[src/rtl/bx_pkg.sv]
package bx_pkg;

    // Number of B-side halves that make up the wide word.
    localparam int BX_HALVES = 2;

    // One drive flag per port; 1 means the port drives.
    typedef struct packed {
        logic a;
        logic b1;
        logic b2;
    } bx_drive_t;

endpackage

[src/rtl/bx_bank.sv]
// One B-side capture register with an active-low capture enable.
module bx_bank #(
    parameter int W = 12
) (
    input  logic         clk,
    input  logic         rst,
    input  logic         cap_n,
    input  logic [W-1:0] din,
    output logic [W-1:0] word
);

    typedef struct packed {
        logic [W-1:0] word;
    } bank_t;

    bank_t st_d, st_q;

    always_comb begin
        st_d = st_q;
        if (rst) begin
            st_d.word = '0;
        end else if (!cap_n) begin
            st_d.word = din;
        end
    end

    always_ff @(posedge clk) begin
        st_q <= st_d;
    end

    assign word = st_q.word;

endmodule

[src/rtl/bx_return.sv]
// Single A-side register, loaded every edge from the selected B input.
module bx_return #(
    parameter int W = 12
) (
    input  logic         clk,
    input  logic         rst,
    input  logic         pick_b1,
    input  logic [W-1:0] b1_in,
    input  logic [W-1:0] b2_in,
    output logic [W-1:0] word
);

    typedef struct packed {
        logic [W-1:0] word;
    } ret_t;

    ret_t st_d, st_q;

    always_comb begin
        st_d = st_q;
        if (rst) begin
            st_d.word = '0;
        end else begin
            st_d.word = pick_b1 ? b1_in : b2_in;
        end
    end

    always_ff @(posedge clk) begin
        st_q <= st_d;
    end

    assign word = st_q.word;

endmodule

[src/rtl/bx_drive.sv]
// Registered output enables, converted to active-high drive flags.
module bx_drive
    import bx_pkg::*;
(
    input  logic      clk,
    input  logic      rst,
    input  logic      oe_a_n,
    input  logic      oe_b1_n,
    input  logic      oe_b2_n,
    output bx_drive_t drive
);

    bx_drive_t st_d, st_q;

    always_comb begin
        st_d = st_q;
        if (rst) begin
            st_d = '0;
        end else begin
            st_d.a  = ~oe_a_n;
            st_d.b1 = ~oe_b1_n;
            st_d.b2 = ~oe_b2_n;
        end
    end

    always_ff @(posedge clk) begin
        st_q <= st_d;
    end

    assign drive = st_q;

endmodule

[src/rtl/reg_bus_exchanger.sv]
module reg_bus_exchanger
    import bx_pkg::*;
#(
    parameter int W = 12
) (
    input  logic         clk,
    input  logic         rst,
    input  logic [W-1:0] a_in,
    output logic [W-1:0] a_out,
    output logic         a_drive,
    input  logic [W-1:0] b1_in,
    output logic [W-1:0] b1_out,
    output logic         b1_drive,
    input  logic [W-1:0] b2_in,
    output logic [W-1:0] b2_out,
    output logic         b2_drive,
    input  logic         cap1_n,
    input  logic         cap2_n,
    input  logic         pick_b1,
    input  logic         oe_a_n,
    input  logic         oe_b1_n,
    input  logic         oe_b2_n
);

    localparam int HW = BX_HALVES;

    logic [HW-1:0]         cap_n_vec;
    logic [HW-1:0][W-1:0]  bank_q;
    bx_drive_t             drive;

    assign cap_n_vec = {cap2_n, cap1_n};

    for (genvar g = 0; g < HW; g++) begin : g_half
        bx_bank #(.W(W)) u_bank (
            .clk   (clk),
            .rst   (rst),
            .cap_n (cap_n_vec[g]),
            .din   (a_in),
            .word  (bank_q[g])
        );
    end

    bx_return #(.W(W)) u_return (
        .clk     (clk),
        .rst     (rst),
        .pick_b1 (pick_b1),
        .b1_in   (b1_in),
        .b2_in   (b2_in),
        .word    (a_out)
    );

    bx_drive u_drive (
        .clk     (clk),
        .rst     (rst),
        .oe_a_n  (oe_a_n),
        .oe_b1_n (oe_b1_n),
        .oe_b2_n (oe_b2_n),
        .drive   (drive)
    );

    assign b1_out   = bank_q[0];
    assign b2_out   = bank_q[1];
    assign a_drive  = drive.a;
    assign b1_drive = drive.b1;
    assign b2_drive = drive.b2;

endmodule

[config.mk]
export PLATFORM = sky130hd
export DESIGN_NAME = reg_bus_exchanger
export DESIGN_NICKNAME = d
export VERILOG_FILES = /design/src/rtl/bx_pkg.sv /design/src/rtl/bx_bank.sv /design/src/rtl/bx_return.sv /design/src/rtl/bx_drive.sv /design/src/rtl/reg_bus_exchanger.sv
export SDC_FILE = /design/constraint.sdc
export NUM_CORES = 1
export LEC_CHECK = 0
export BUFFER_PORTS_ARGS = -buffer_cell sky130_fd_sc_hd__buf_4
export CORE_UTILIZATION = 37
export CTS_CLUSTER_SIZE = 10
export DETAILED_ROUTE_END_ITERATION = 8
export GPL_TIMING_DRIVEN = 0
export PLACE_DENSITY = 0.73
export SLEW_MARGIN = 10
export SYNTH_ARGS = -nofsm -noshare
export SYNTH_HDL_FRONTEND = slang
export SYNTH_HIERARCHICAL = 1
export SYNTH_SLANG_ARGS = --single-unit
[constraint.sdc]
create_clock -name clk -period 0.8 [get_ports clk]
set_input_delay 0.16 -clock clk [delete_from_list [all_inputs] [get_ports clk]]
set_output_delay 0.16 -clock clk [all_outputs]
set_load 0.02 [all_outputs]
Yosys cells after proc, flatten, opt, wreduce, memory -nomap -nowiden
Index checks and enable logic that the tools add are counted.
{"block": "word_totals", "in_bits": 44, "elab_cells": 10, "out_inout_bits": 39, "regBits": 39}
{"block": "classes", "mux": 1, "n_bitwise": 3}
{"op": "two-way mux 12 bit", "n": 1}
{"op": "NOT 1 bit", "n": 3}

Longest topological paths before layout
{"block": "depth", "word_depth": 1, "depth_mapped": 3}

Cells and area by module
Netlist, hierarchy kept.
{"module": "bx_bank", "area_per_inst_um2": 420.4, "instances": 2, "cells_per_inst": 38}
{"module": "bx_return", "area_per_inst_um2": 420.4, "instances": 1, "cells_per_inst": 38}
{"module": "bx_drive", "area_per_inst_um2": 71.3, "instances": 1, "cells_per_inst": 6}

Least setup slack after synthesis
Ideal clock, no wire load.
{"block": "synth_path", "path_kind": "flip-flop to flip-flop", "startpoint": "register, netlist name g_half[0].u_bank/word[0]", "endpoint": "register g_half[0].u_bank.st_q (netlist bit g_half[0].u_bank/word[0])", "slack_ps": 139, "required_time_ps": 672, "synth_period_minus_slack_ps": 661, "path_buffers": 0, "setup_time_ps": 128, "arrival_ps": 534, "path_stages_with_launch": 3, "cell_sequence": "dfxtp_1 > mux2i_1 > nor2_1"}
{"element": "end signal, assigned", "line": "bx_bank.sv:28", "source": "st_q <= st_d;"}
{"element": "end, declared", "line": "bx_bank.sv:16", "source": "bank_t st_d, st_q;"}

Worst setup path after layout
{"block": "layout_path", "startpoint": "register g_half[0].u_bank.st_q (netlist bit g_half[0].u_bank/word[3])", "endpoint": "output b1_out[3]"}
{"element": "end, declared", "line": "reg_bus_exchanger.sv:12", "source": "output logic [W-1:0] b1_out,"}
No word-level cell between the ends.

==> results.ini <==
[outcome]
status=finished, violations left
violations=setup timing

[setup_path]
critPathLaunchType=flop
critPathTopFamily=flip-flops
end_kind=primary output
crit_type=reg -> out
path_buf_inv=1
r2r_end=g_half[1].u_bank/word[1]$_SDFFE_PP0N_
cpMaxStageDelayCell=dfxtp_2
r2r_start=g_half[1].u_bank/word[1]$_SDFFE_PP0N_
cp.required_ns=0.64
rrSetupSlack_ns=-0.01
worstPathCellList=buf_6
critPathMaxStageDelay_ns=0.36
arrival_ns=0.81
reg2regPathDepth=3
crit_fanout=2

[final_layout]
area_growth_pct=74.74
fillers=267
drive_above_1_share_pct=62.15
final_cell_mix=buf_6, buf_4, nor2_1, dfxtp_2, mux2i_1
diodes=0
stdcell_count=260
finalNetCount=257
fin_area_um2=2328

[routing]
num_vias=1169
drc=0
drtAntennaViolNets=0
vias_per_cell=4.496
totalWireLength_um=3230
wire_per_inst_um=12.42
drt_iter0_markers=23
drt-pass1-iter-count=4

[power_and_ir_drop]
ir_drop_v=0.001062
powerDensity_nw_per_um2=1874
leakage_uw=0.001156

[job]
drv_cap=0

[global_route]
grt-ovfl-total=0
grt_start_max_net_pins=13
grt_antenna_before_repair=0
grt_pass1_vias=1134
grtUsageTotal_pct=17.88
grt_pass1_wl_um=4836

[placement]
dp_cells=248
hpwl_um=2302
dp_slack_ns=-0.1665
port-buffer-count=82
postPlaceCellArea_um2=2006
place_congestion=0.7136

[floorplanning]
rows=21
coreArea_um2=3390
initial_core_util_pct=39.31
io_pins=83
fp.dieH_um=62.01
die_area_um2=3845
die_w_um=62.01

[clocking]
cts.sink_count=39
clk_path_buf_depth=2
path_clk_slew_ns=0.11
insertion_delay_ns=0.33
cts_made_buffers=5
clock-root-buffer=clkbuf_4
cts_tree=done
h-tree-depth=2

[sta]
layout_min_cycle_time_ns=0.9745
finalWorstSetupSlack_ns=-0.1745
fmax_mhz=1026
clock_skew_ns=0
period_share_pct=121.8
slew_viol_final=0
rsz0062_at_grt=yes
slew_headroom_pct=69.51
setup_viol=40
worst_pin_slew_ns=0.4573
fin_tns_setup_ns=-5.903
finalHoldViolCount=0

[yosys]
ys_seq_elements=39
seq_area_frac_synth_pct=58.59
yosys.cell_types.count=5
syn-num-nets=164
avgSynthCellArea_um2=11.10
syn_area_um2=1333
ys_warn_count=6
synthCells=120

[worst_hold_path]
whs_endpoint=u_drive/drive[0]$_SDFF_PP0_
hold_depth=2
hold_path_startpoint=rst
worstHoldPathType=in -> reg

-- synthesized netlist by cell type (all sizes together) --
master   n  area share, %
mux2i   36             27
nor2    39             11
buf      3            2.5
dfxtp   39             59
clkbuf   3           0.85
-- metal layers --
metal / track usage [%] / wire length (µm) / part of all wire [%] / vias to the layer above
li1: - / - / - / 581
met2: 33.59 / 1641 / 51 / 69
met3: 8.696 / 352 / 11 / 5
met5: 0 / 0 / 0 / -
met4: 5.714 / 33 / 1.0 / 0
met1: 16.84 / 1203 / 37 / 514
-- cell families after synthesis --
| kind of cell | count (synthesis) | share of synthesized area [%] |
|---|---|---|
| simple gates | 39 | 10.99 |
| mux | 36 | 27.04 |
| flops | 39 | 58.59 |
| buf+inv | 6 | 3.380 |
-- worst max path at each step --
stage	startpoint	endpoint	slack (ns)	cells after the start
floorplan	g_half[0].u_bank/word[0]$_SDFFE_PP0N_	g_half[0].u_bank/word[0]$_SDFFE_PP0N_	0.14	2
global placement	rst	g_half[0].u_bank/word[7]$_SDFFE_PP0N_	-0.15	3
detailed placement	rst	g_half[1].u_bank/word[2]$_SDFFE_PP0N_	-0.17	3
CTS	g_half[0].u_bank/word[8]$_SDFFE_PP0N_	b1_out[8]	-0.19	1
global route	g_half[0].u_bank/word[3]$_SDFFE_PP0N_	b1_out[3]	-0.23	1
finish	g_half[0].u_bank/word[3]$_SDFFE_PP0N_	b1_out[3]	-0.17	1
-- state kept, by name, indices dropped and copies added (netlist names) --
| signal | cells |
|---|---|
| g_half.u_bank/word | 24 |
| u_drive/drive | 3 |
| u_return/word | 12 |
-- repair_timing --
action,CTS,global route
gates resized for setup,78,1
endpoints found under the hold margin,3,0
buffers inserted,1,0
setup endpoints to repair,39,40
hold buffers,3,0
-- final cells by class --
cell class	instances	area (µm²)	area share, %
plain buffers	6	45.04	1.934
clock buffers	6	51.30	2.203
clock inverters	2	35.03	1.505
multi-input cells	75	506.7	21.76
flip-flops and latches	39	829.5	35.63
well taps	46	57.56	2.472
repair buffers	86	803.3	34.50
-- power by group --
part	total (µW)	leakage, µW	switching [µW]	internal (µW)
combinational	862	0.000772	376	486
sequential	2160	0.000336	73.2	2080
clock	1340	0.0000482	606	739
total	4360	0.00116	1050	3310
-- stage by stage --
| stage | hold WS (ns) | power (µW) | util (%) |
|---|---|---|---|
| 4_1_cts | 0.03216 | 4410 | 68.59 |
| 6_report | 0.05034 | 4364 | 68.70 |
| 5_1_grt | 0.03347 | 4593 | 68.70 |
| 2_1_floorplan | 0.2267 | 2516 | - |
| 3_5_place_dp | 0.3219 | 2929 | 59.17 |
| 3_3_place_gp | 0.3176 | 2908 | 59.17 |
Power figures use the tool's default switching activity.
